### src/rtl/probe_pkg.sv
package probe_pkg;

  typedef enum logic [1:0] {
    KIND_LINE_RESET = 2'd0,
    KIND_WRITE      = 2'd1,
    KIND_READ       = 2'd2
  } req_kind_e;

  typedef enum logic [1:0] {
    ST_IDLE,
    ST_LAUNCH,
    ST_WAIT,
    ST_GAP
  } seq_state_e;

  localparam int NUM_STEPS = 5;

endpackage

### src/rtl/probe_script.sv
module probe_script
  import probe_pkg::*;
#(
  parameter int ADDR_W = 7,
  parameter int DATA_W = 32,
  parameter int STEP_W = 3,
  parameter logic [ADDR_W-1:0] CTRL_ADDR   = 'h10,
  parameter logic [ADDR_W-1:0] STAT_ADDR   = 'h11,
  parameter logic [ADDR_W-1:0] ID_ADDR     = 'h7F,
  parameter logic [DATA_W-1:0] ENABLE_WORD = 'h8000_0001
) (
  input  logic [STEP_W-1:0] step,
  output logic [1:0]        kind,
  output logic [ADDR_W-1:0] addr,
  output logic [DATA_W-1:0] wdata,
  output logic              gap_after,
  output logic              last
);

  always_comb begin
    kind      = KIND_LINE_RESET;
    addr      = '0;
    wdata     = '0;
    gap_after = 1'b0;
    last      = 1'b0;
    case (step)
      STEP_W'(1), STEP_W'(2): begin
        kind      = KIND_WRITE;
        addr      = CTRL_ADDR;
        wdata     = ENABLE_WORD;
        gap_after = 1'b1;
      end
      STEP_W'(3): begin
        kind      = KIND_READ;
        addr      = STAT_ADDR;
        gap_after = 1'b1;
      end
      STEP_W'(4): begin
        kind = KIND_READ;
        addr = ID_ADDR;
        last = 1'b1;
      end
      default: ;
    endcase
  end

endmodule

### src/rtl/gap_timer.sv
module gap_timer #(
  parameter int GAP_TICKS = 1
) (
  input  logic clk,
  input  logic rst,
  input  logic load,
  input  logic tick,
  output logic expired
);

  localparam int CNT_W = $clog2(GAP_TICKS + 1);

  logic [CNT_W-1:0] remain;
  logic             armed;

  always_ff @(posedge clk) begin
    if (rst) begin
      remain  <= '0;
      armed   <= 1'b0;
      expired <= 1'b0;
    end else begin
      expired <= 1'b0;
      if (load) begin
        remain <= CNT_W'(GAP_TICKS);
        armed  <= 1'b1;
      end else if (armed && tick) begin
        if (remain == CNT_W'(1)) begin
          armed   <= 1'b0;
          expired <= 1'b1;
        end else begin
          remain <= remain - CNT_W'(1);
        end
      end
    end
  end

endmodule

### src/rtl/probe_seq.sv
module probe_seq
  import probe_pkg::*;
#(
  parameter int ADDR_W    = 7,
  parameter int DATA_W    = 32,
  parameter int ID_MASK_W = 15,
  parameter int GAP_TICKS = 1,
  parameter logic [ADDR_W-1:0] CTRL_ADDR   = 'h10,
  parameter logic [ADDR_W-1:0] STAT_ADDR   = 'h11,
  parameter logic [ADDR_W-1:0] ID_ADDR     = 'h7F,
  parameter logic [DATA_W-1:0] ENABLE_WORD = 'h8000_0001
) (
  input  logic              clk,
  input  logic              rst,
  input  logic              start,
  input  logic              ms_tick,
  output logic              req_valid,
  output logic [1:0]        req_kind,
  output logic [ADDR_W-1:0] req_addr,
  output logic [DATA_W-1:0] req_wdata,
  input  logic              rsp_valid,
  input  logic              rsp_ok,
  input  logic [DATA_W-1:0] rsp_rdata,
  output logic              done,
  output logic              present,
  output logic [DATA_W-1:0] chip_id
);

  localparam int STEP_W = $clog2(NUM_STEPS);

  seq_state_e        state;
  logic [STEP_W-1:0] step;
  logic [1:0]        rom_kind;
  logic [ADDR_W-1:0] rom_addr;
  logic [DATA_W-1:0] rom_wdata;
  logic              rom_gap;
  logic              rom_last;
  logic              gap_load;
  logic              gap_done;
  logic              busy;
  logic              in_gap;

  probe_script #(
    .ADDR_W(ADDR_W), .DATA_W(DATA_W), .STEP_W(STEP_W),
    .CTRL_ADDR(CTRL_ADDR), .STAT_ADDR(STAT_ADDR), .ID_ADDR(ID_ADDR),
    .ENABLE_WORD(ENABLE_WORD)
  ) u_script (
    .step(step), .kind(rom_kind), .addr(rom_addr), .wdata(rom_wdata),
    .gap_after(rom_gap), .last(rom_last)
  );

  assign gap_load = (state == ST_WAIT) && rsp_valid && !rom_last && rom_gap;

  gap_timer #(.GAP_TICKS(GAP_TICKS)) u_gap (
    .clk(clk), .rst(rst), .load(gap_load), .tick(ms_tick), .expired(gap_done)
  );

  assign busy   = (state != ST_IDLE);
  assign in_gap = (state == ST_GAP);

  always_ff @(posedge clk) begin
    if (rst) begin
      state     <= ST_IDLE;
      step      <= '0;
      req_valid <= 1'b0;
      req_kind  <= '0;
      req_addr  <= '0;
      req_wdata <= '0;
      done      <= 1'b0;
      present   <= 1'b0;
      chip_id   <= '0;
    end else begin
      done <= 1'b0;
      case (state)
        ST_IDLE: begin
          if (start) begin
            step    <= '0;
            chip_id <= '0;
            present <= 1'b0;
            state   <= ST_LAUNCH;
          end
        end
        ST_LAUNCH: begin
          req_valid <= 1'b1;
          req_kind  <= rom_kind;
          req_addr  <= rom_addr;
          req_wdata <= rom_wdata;
          state     <= ST_WAIT;
        end
        ST_WAIT: begin
          if (rsp_valid) begin
            req_valid <= 1'b0;
            if (rom_last) begin
              done    <= 1'b1;
              state   <= ST_IDLE;
              present <= rsp_ok && (rsp_rdata[ID_MASK_W-1:0] != '1);
              if (rsp_ok) chip_id <= rsp_rdata;
            end else begin
              step  <= step + STEP_W'(1);
              state <= rom_gap ? ST_GAP : ST_LAUNCH;
            end
          end
        end
        ST_GAP: begin
          if (gap_done) state <= ST_LAUNCH;
        end
        default: state <= ST_IDLE;
      endcase
    end
  end

endmodule

### config.mk
export PLATFORM = sky130hd
export DESIGN_NAME = probe_seq
export DESIGN_NICKNAME = d
export VERILOG_FILES = /design/src/rtl/probe_pkg.sv /design/src/rtl/probe_script.sv /design/src/rtl/gap_timer.sv /design/src/rtl/probe_seq.sv
export SDC_FILE = /design/constraint.sdc
export NUM_CORES = 1
export LEC_CHECK = 0
export BUFFER_PORTS_ARGS = -buffer_cell sky130_fd_sc_hd__buf_2
export CAP_MARGIN = 20
export CELL_PAD_IN_SITES_DETAIL_PLACEMENT = 2
export CELL_PAD_IN_SITES_GLOBAL_PLACEMENT = 2
export CORE_MARGIN = 3
export CORE_UTILIZATION = 25
export DETAILED_ROUTE_END_ITERATION = 8
export PLACE_DENSITY_LB_ADDON = 0.3
export SLEW_MARGIN = 20
export SYNTH_ARGS = -nofsm -noshare
export SYNTH_HDL_FRONTEND = slang
export SYNTH_SLANG_ARGS = --single-unit
### constraint.sdc
create_clock -name clk -period 2.4 [get_ports clk]
set_clock_uncertainty 0.15 [all_clocks]
set_input_delay 0.6 -clock clk [delete_from_list [all_inputs] [get_ports clk]]
set_output_delay 0.6 -clock clk [all_outputs]
set_load 0.02 [all_outputs]
* Yosys cells after proc, flatten, opt, wreduce, memory -nomap -nowiden
Cells that the tools add are included.
Operators by class: $add $sub $neg 2, $mul 0, divide/modulo/power cells 0, magnitude comparators 0, equal/unequal tests 14, shift operators 0, mux-type cells 34, bitwise operators 3, reductions and logical operators 22
Operators with widths (count):
- 32-bit two-way mux | 5
- 32-bit one-hot mux with 2 select lines | 1
- 7-bit one-hot mux with 3 select lines | 1
- 15-bit inequality test (second input constant) | 1
- 1-bit two-way mux | 14
- 2-bit two-way mux | 5
- 2-bit inequality test (second input constant) | 5
- 3-bit two-way mux | 3
- 3-bit OR reduction | 3
- 2-bit one-hot mux with 4 select lines | 1
- 4-bit AND reduction | 2
- 2-bit nonzero test | 4
- 3-bit by 2-bit equality test with 1-bit output (second input constant) | 2
- 3-bit one-hot mux with 2 select lines | 1
- 1-bit logical AND | 5
- 5-bit AND reduction | 1
- 2-bit equality test (second input constant) | 2
- 1-bit one-hot mux with 2 select lines | 2
- 2-bit one-hot mux with 2 select lines | 1
- 2-bit AND reduction | 2
- 2-bit OR reduction | 2
- 3-bit by 1-bit adder with 3-bit output (second input constant) | 1
- 3-bit by 1-bit equality test with 1-bit output (second input constant) | 1
- 3-bit equality test (second input constant) | 1
- other kinds (7) | 9
Storage, ports and cells: register bits after elaboration 84, bits in latches 0, RAM bits 0, memory bits (read-only) 0, input bits 38, output and inout port bits 76, word-level logic and storage cells 87, memories 0

* Depth between registers and ports, before layout
word-level depth 7, mapped depth 8, mapped depth without buffers 6

* Modules after synthesis
Synthesis repeated with hierarchy kept, for this count alone.
Unflattened totals: cell total of the unflattened synthesis 320, area, all modules 3423.3 sq um
Modules (own cells, without submodules):
- probe_seq | instances 1, cells each 263, area an instance 2975.4 sq um, sequential area each 1621.6 sq um
- probe_script | instances 1, cells each 47, area an instance 337.8 sq um, sequential area each 0.0 sq um
- gap_timer | instances 1, cells each 10, area an instance 110.1 sq um, sequential area each 60.1 sq um

* Worst setup path after synthesis
Ideal clock, no wire load.
path kind register to register, from register step[0], to register chip_id[10], library setup time 0.117 ns, arrival time 1.452 ns, data required time 2.133 ns, path slack 0.681 ns, cell stages (with the launch flop) 9, path buffers 2, period minus slack after synthesis 1.719 ns, cells stage by stage dfxtp_1 -> inv_1 -> ha_1 -> nand2_2 -> nor3_2 -> and3_1 -> buf_6 -> buf_8 -> a22o_2
Between the ends: word-level cells in the longest chain between the ends 4
Ends and longest elaborated chain:
- start: declaration | RTL line probe_seq.sv:32 | logic [STEP_W-1:0] step;
- start signal: assignment | RTL line probe_seq.sv:99 | step <= step + STEP_W'(1);
- 3-bit equality test | RTL line probe_script.sv:26 | case (step)
- 1-bit two-way mux | RTL line probe_script.sv:26
- 2-bit inequality test (no source line)
- 5-bit AND reduction (no source line)
- end signal: assignment | RTL line probe_seq.sv:97 | if (rsp_ok) chip_id <= rsp_rdata;
- end: declaration | RTL line probe_seq.sv:26 | output logic [DATA_W-1:0] chip_id
Every way passes these cells. A chain may end at the register's enable or synchronous reset.

* Worst setup path after layout
from register state[1], to register chip_id[25]
Between the ends: word-level cells in the longest chain between the ends 3, elaborated cells on any way between the ends 9, classes of those cells eq/ne (5); mux (1); reduce/logical (3)
Ends and longest elaborated chain:
- start: declaration | RTL line probe_seq.sv:31 | seq_state_e state;
- start signal: assignment | RTL line probe_seq.sv:100 | state <= rom_gap ? ST_GAP : ST_LAUNCH;
- 2-bit equality test / 2-bit logical NOT (equally long branches) | RTL line probe_seq.sv:74 | case (state)
- 2-bit inequality test (no source line) / 2-bit nonzero test (equally long branches)
- 5-bit AND reduction (no source line)
Parallel ways exist; a longest one is shown, timed or not.

==> impl_metrics.csv <==
group,metric,value,unit
setup_path,crit_family,"flip-flops",
clock_tree,cts_tree,"done",
cells_and_area,final_area,0.00262,mm2
cells_and_area,layout-drive-gt1-share,44.9,%
routing,drt_iter0_drc,29,
synthesis,syn_area,0.00217,mm2
cells_and_area,fin_nets,329,
placement,dp_cells,380,
pwr,p_int,1.22,mW
sta,setup_ws,0.388,ns
placement,globalplace.congestion,0.718,
pwr,power,1.68,mW
grt,antenna_found_initial,0,
clock_tree,post_cts_resized,0,
clock_tree,clkLatencyLatePin,0.29,ns
clock_tree,numCtsBuffers,5,
setup_path,worst-path-buf-inv,2,
floorplanning,fp.dieH,99.1,um
clock_tree,hold_buffers,0,
grt,grt_overflow_total,0,
setup_path,cp_max_fo,19,
cells_and_area,area.growth.synth_to_final,21.0,%
synthesis,synth-seq-cells,47,
sta,setup_viol,0,
grt,grt_pass1_vias,1789,
synthesis,ys_async_sr_fraction,0,%
pwr,p_leak,1.28,nW
placement,pre_cts_ws,0.191,ns
synthesis,ys.flop_type,"dfxtp_1",
floorplanning,initial_core_util,26.1,%
routing,drc,0,
routing,avgRoutedWirePerCell,14.7,um
floorplanning,dieWidth,99.1,um
setup_path,slowest_stage,"dfxtp_1",
grt,grt_max_degree,34,
placement,hpwl,4530,um
clock_tree,cts_sinks,47,
pwr,sequentialPowerShare,48.1,%
synthesis,yosysWarnings,0,
clock_tree,clk_pin_slew,0.09,ns
job,cap_violations,0,
clock_tree,htreeDepth,2,
synthesis,yosysTopAreaCell,"dfxtp_1",
synthesis,synth_cells,208,
pwr,pwr-share-comb,15.2,%
clock_tree,cts_root_buf,"clkbuf_8",
synthesis,synthTopCellsByArea,"dfxtp_1 43%, buf_4 13%, a22o_2 12%, ha_1 5.2%, a22o_1 2.4%",
placement,io_buffers,83,
setup_path,cpPeakStageDelay,0.35,ns
cells_and_area,register_area,941,um2
sta,rsz0062_at_grt,"no",
sta,fin_hold_ws,0.327,ns
pwr,switching_power,0.454,mW
cells_and_area,finish.utilization,31.6,%
cells_and_area,antennaDiodeCount,0,
sta,period_share,83.8,%
setup_path,arrival,2.11,ns
pwr,worst_ir_drop_vdd,0.342,mV
sta,slew_viol_final,0,
sta,min_period,2.01,ns
synthesis,syn_avg_cell_area,10.4,um2
routing,dr.pass1.iters,4,
routing,routed_wl,5690,um
sta,hold_violations,0,
floorplanning,io-pin-count,114,
setup_path,required,2.50,ns
synthesis,synthDominantCellAreaShare,43.4,%
synthesis,synth-edff-count,0,
routing,postRouteAntennaNets,0,
grt,grt_pass1_wl,8960,um
placement,dpl_cell_area,0.00249,mm2
floorplanning,die-area,0.00982,mm2
routing,via_per_inst,4.40,
cells_and_area,multi_input_comb_area,923,um2
setup_path,critPathLaunchType,"flip-flop",
cells_and_area,fill_cells,968,
clock_tree,clk_path_buf_depth,2,
synthesis,yosysSeqAreaShare,43.4,%
cells_and_area,stdcell_count,388,
run_status,status,"complete, no violations",
routing,num_vias,1708,
worst_hold_path,hp-class,"reg -> reg",
grt,track_usage,11.3,%
floorplanning,core,0.00830,mm2
pwr,p_clk_share,36.7,%
pwr,swShare,27.1,%
synthesis,ys_types,40,
setup_path,path_cells,"inv_1 > ha_1 > mux2i_1 > a21oi_1 > nor2_4 > buf_12 > a22o_2",
floorplanning,num_rows,33,
pwr,powerDensity,640,mW/mm2
sta,fmax,0.497,GHz
setup_path,critPathKind,"reg -> reg",
sta,tns,0,ns
setup_path,endpoint_kind,"flip-flop",
clock_tree,post_cts_buffers,0,
==> cells by family after synthesis <==
family | count (synthesis) | synth area share, %
buffers and inverters | 59 | 19.2
AOI/OAI and AO/OA | 57 | 22.6
DFF | 47 | 43.4
and+or+nand+nor | 33 | 8.37
adders and majority gates | 9 | 5.20
muxes | 2 | 0.982
other | 1 | 0.173
==> synthesized netlist by cell type, drive strengths merged (2+ instances only) <==
cell type,number
nand3,2
o22ai,2
o21ai,2
a311oi,2
and3,2
a21oi,8
a21boi,2
nand2,6
nor2b,2
a22o,33
buf,46
a32o,2
ha,9
nand4,5
dfxtp,47
nor2,7
nor3,3
clkbuf,2
inv,11
nand2b,3
==> placed cells by master (no fill, tap or decap), types with 2 or more instances in the layout <==
cell type	instances
a21boi_0	2
clkbuf_8	6
inv_1	11
a311oi_1	2
nand2b_1	3
o22ai_1	2
nor3_1	2
nand3_1	2
dfxtp_1	47
nand2_1	5
nor2b_1	2
buf_2	83
a22o_1	6
conb_1	30
nor2_1	6
a21oi_1	8
o21ai_0	2
nand4_1	5
a32o_1	2
ha_1	9
a22o_2	27
buf_12	2
==> registers in the layout, summed over array words and instances (netlist names) <==
| signal | flops |
|---|---|
| u_gap.armed | 1 |
| state | 2 |
| req_wdata | 1 |
| req_addr | 3 |
| step | 3 |
| done | 1 |
| u_gap.expired | 1 |
| chip_id | 32 |
| present | 1 |
| req_valid | 1 |
| u_gap.remain | 1 |
==> worst register-to-register path, cell delays in order, from the launching register on <==
cell and delay, ns:
dfxtp_1 0.35, inv_1 0.11, ha_1 0.23, mux2i_1 0.29, a21oi_1 0.12, nor2_4 0.34, buf_12 0.21, a22o_2 0.15
==> path summary, 6_finish.rpt <==
path	from	end	slack, ns	cells after the start
worst max-delay path	state[1]	chip_id[25]	0.39	7
worst min-delay path	u_gap.remain	u_gap.expired	0.33	2
worst max register to register	state[1]	chip_id[25]	0.39	7
worst min register to register	u_gap.remain	u_gap.expired	0.33	2
==> routing by layer <==
metal  vias up  GRT usage, %  share of wire [%]
met4         0          2.84               0.70
met1       824          14.0                 45
met5         -             0                  0
met3         2          3.02                6.4
met2        66          19.5                 48
li1        816             -                  -
==> layout make-up <==
type	instances	share of cell area [%]
clock buffers	6	3.15
clock inverters	2	1.48
inverters	11	1.58
multi-input cells	131	35.2
flip-flops and latches	47	35.9
well taps	105	5.01
repair buffers	86	17.7
==> power groups by stage <==
stage	Sequential [mW]	Clock (mW)	Combinational (mW)
floorplan	0.834	0	0.197
global placement	0.825	0	0.251
detailed placement	0.825	0	0.255
CTS	0.807	0.641	0.256
global route	0.810	0.682	0.288
finish	0.806	0.615	0.256
Power figures use the tool's default switching activity.
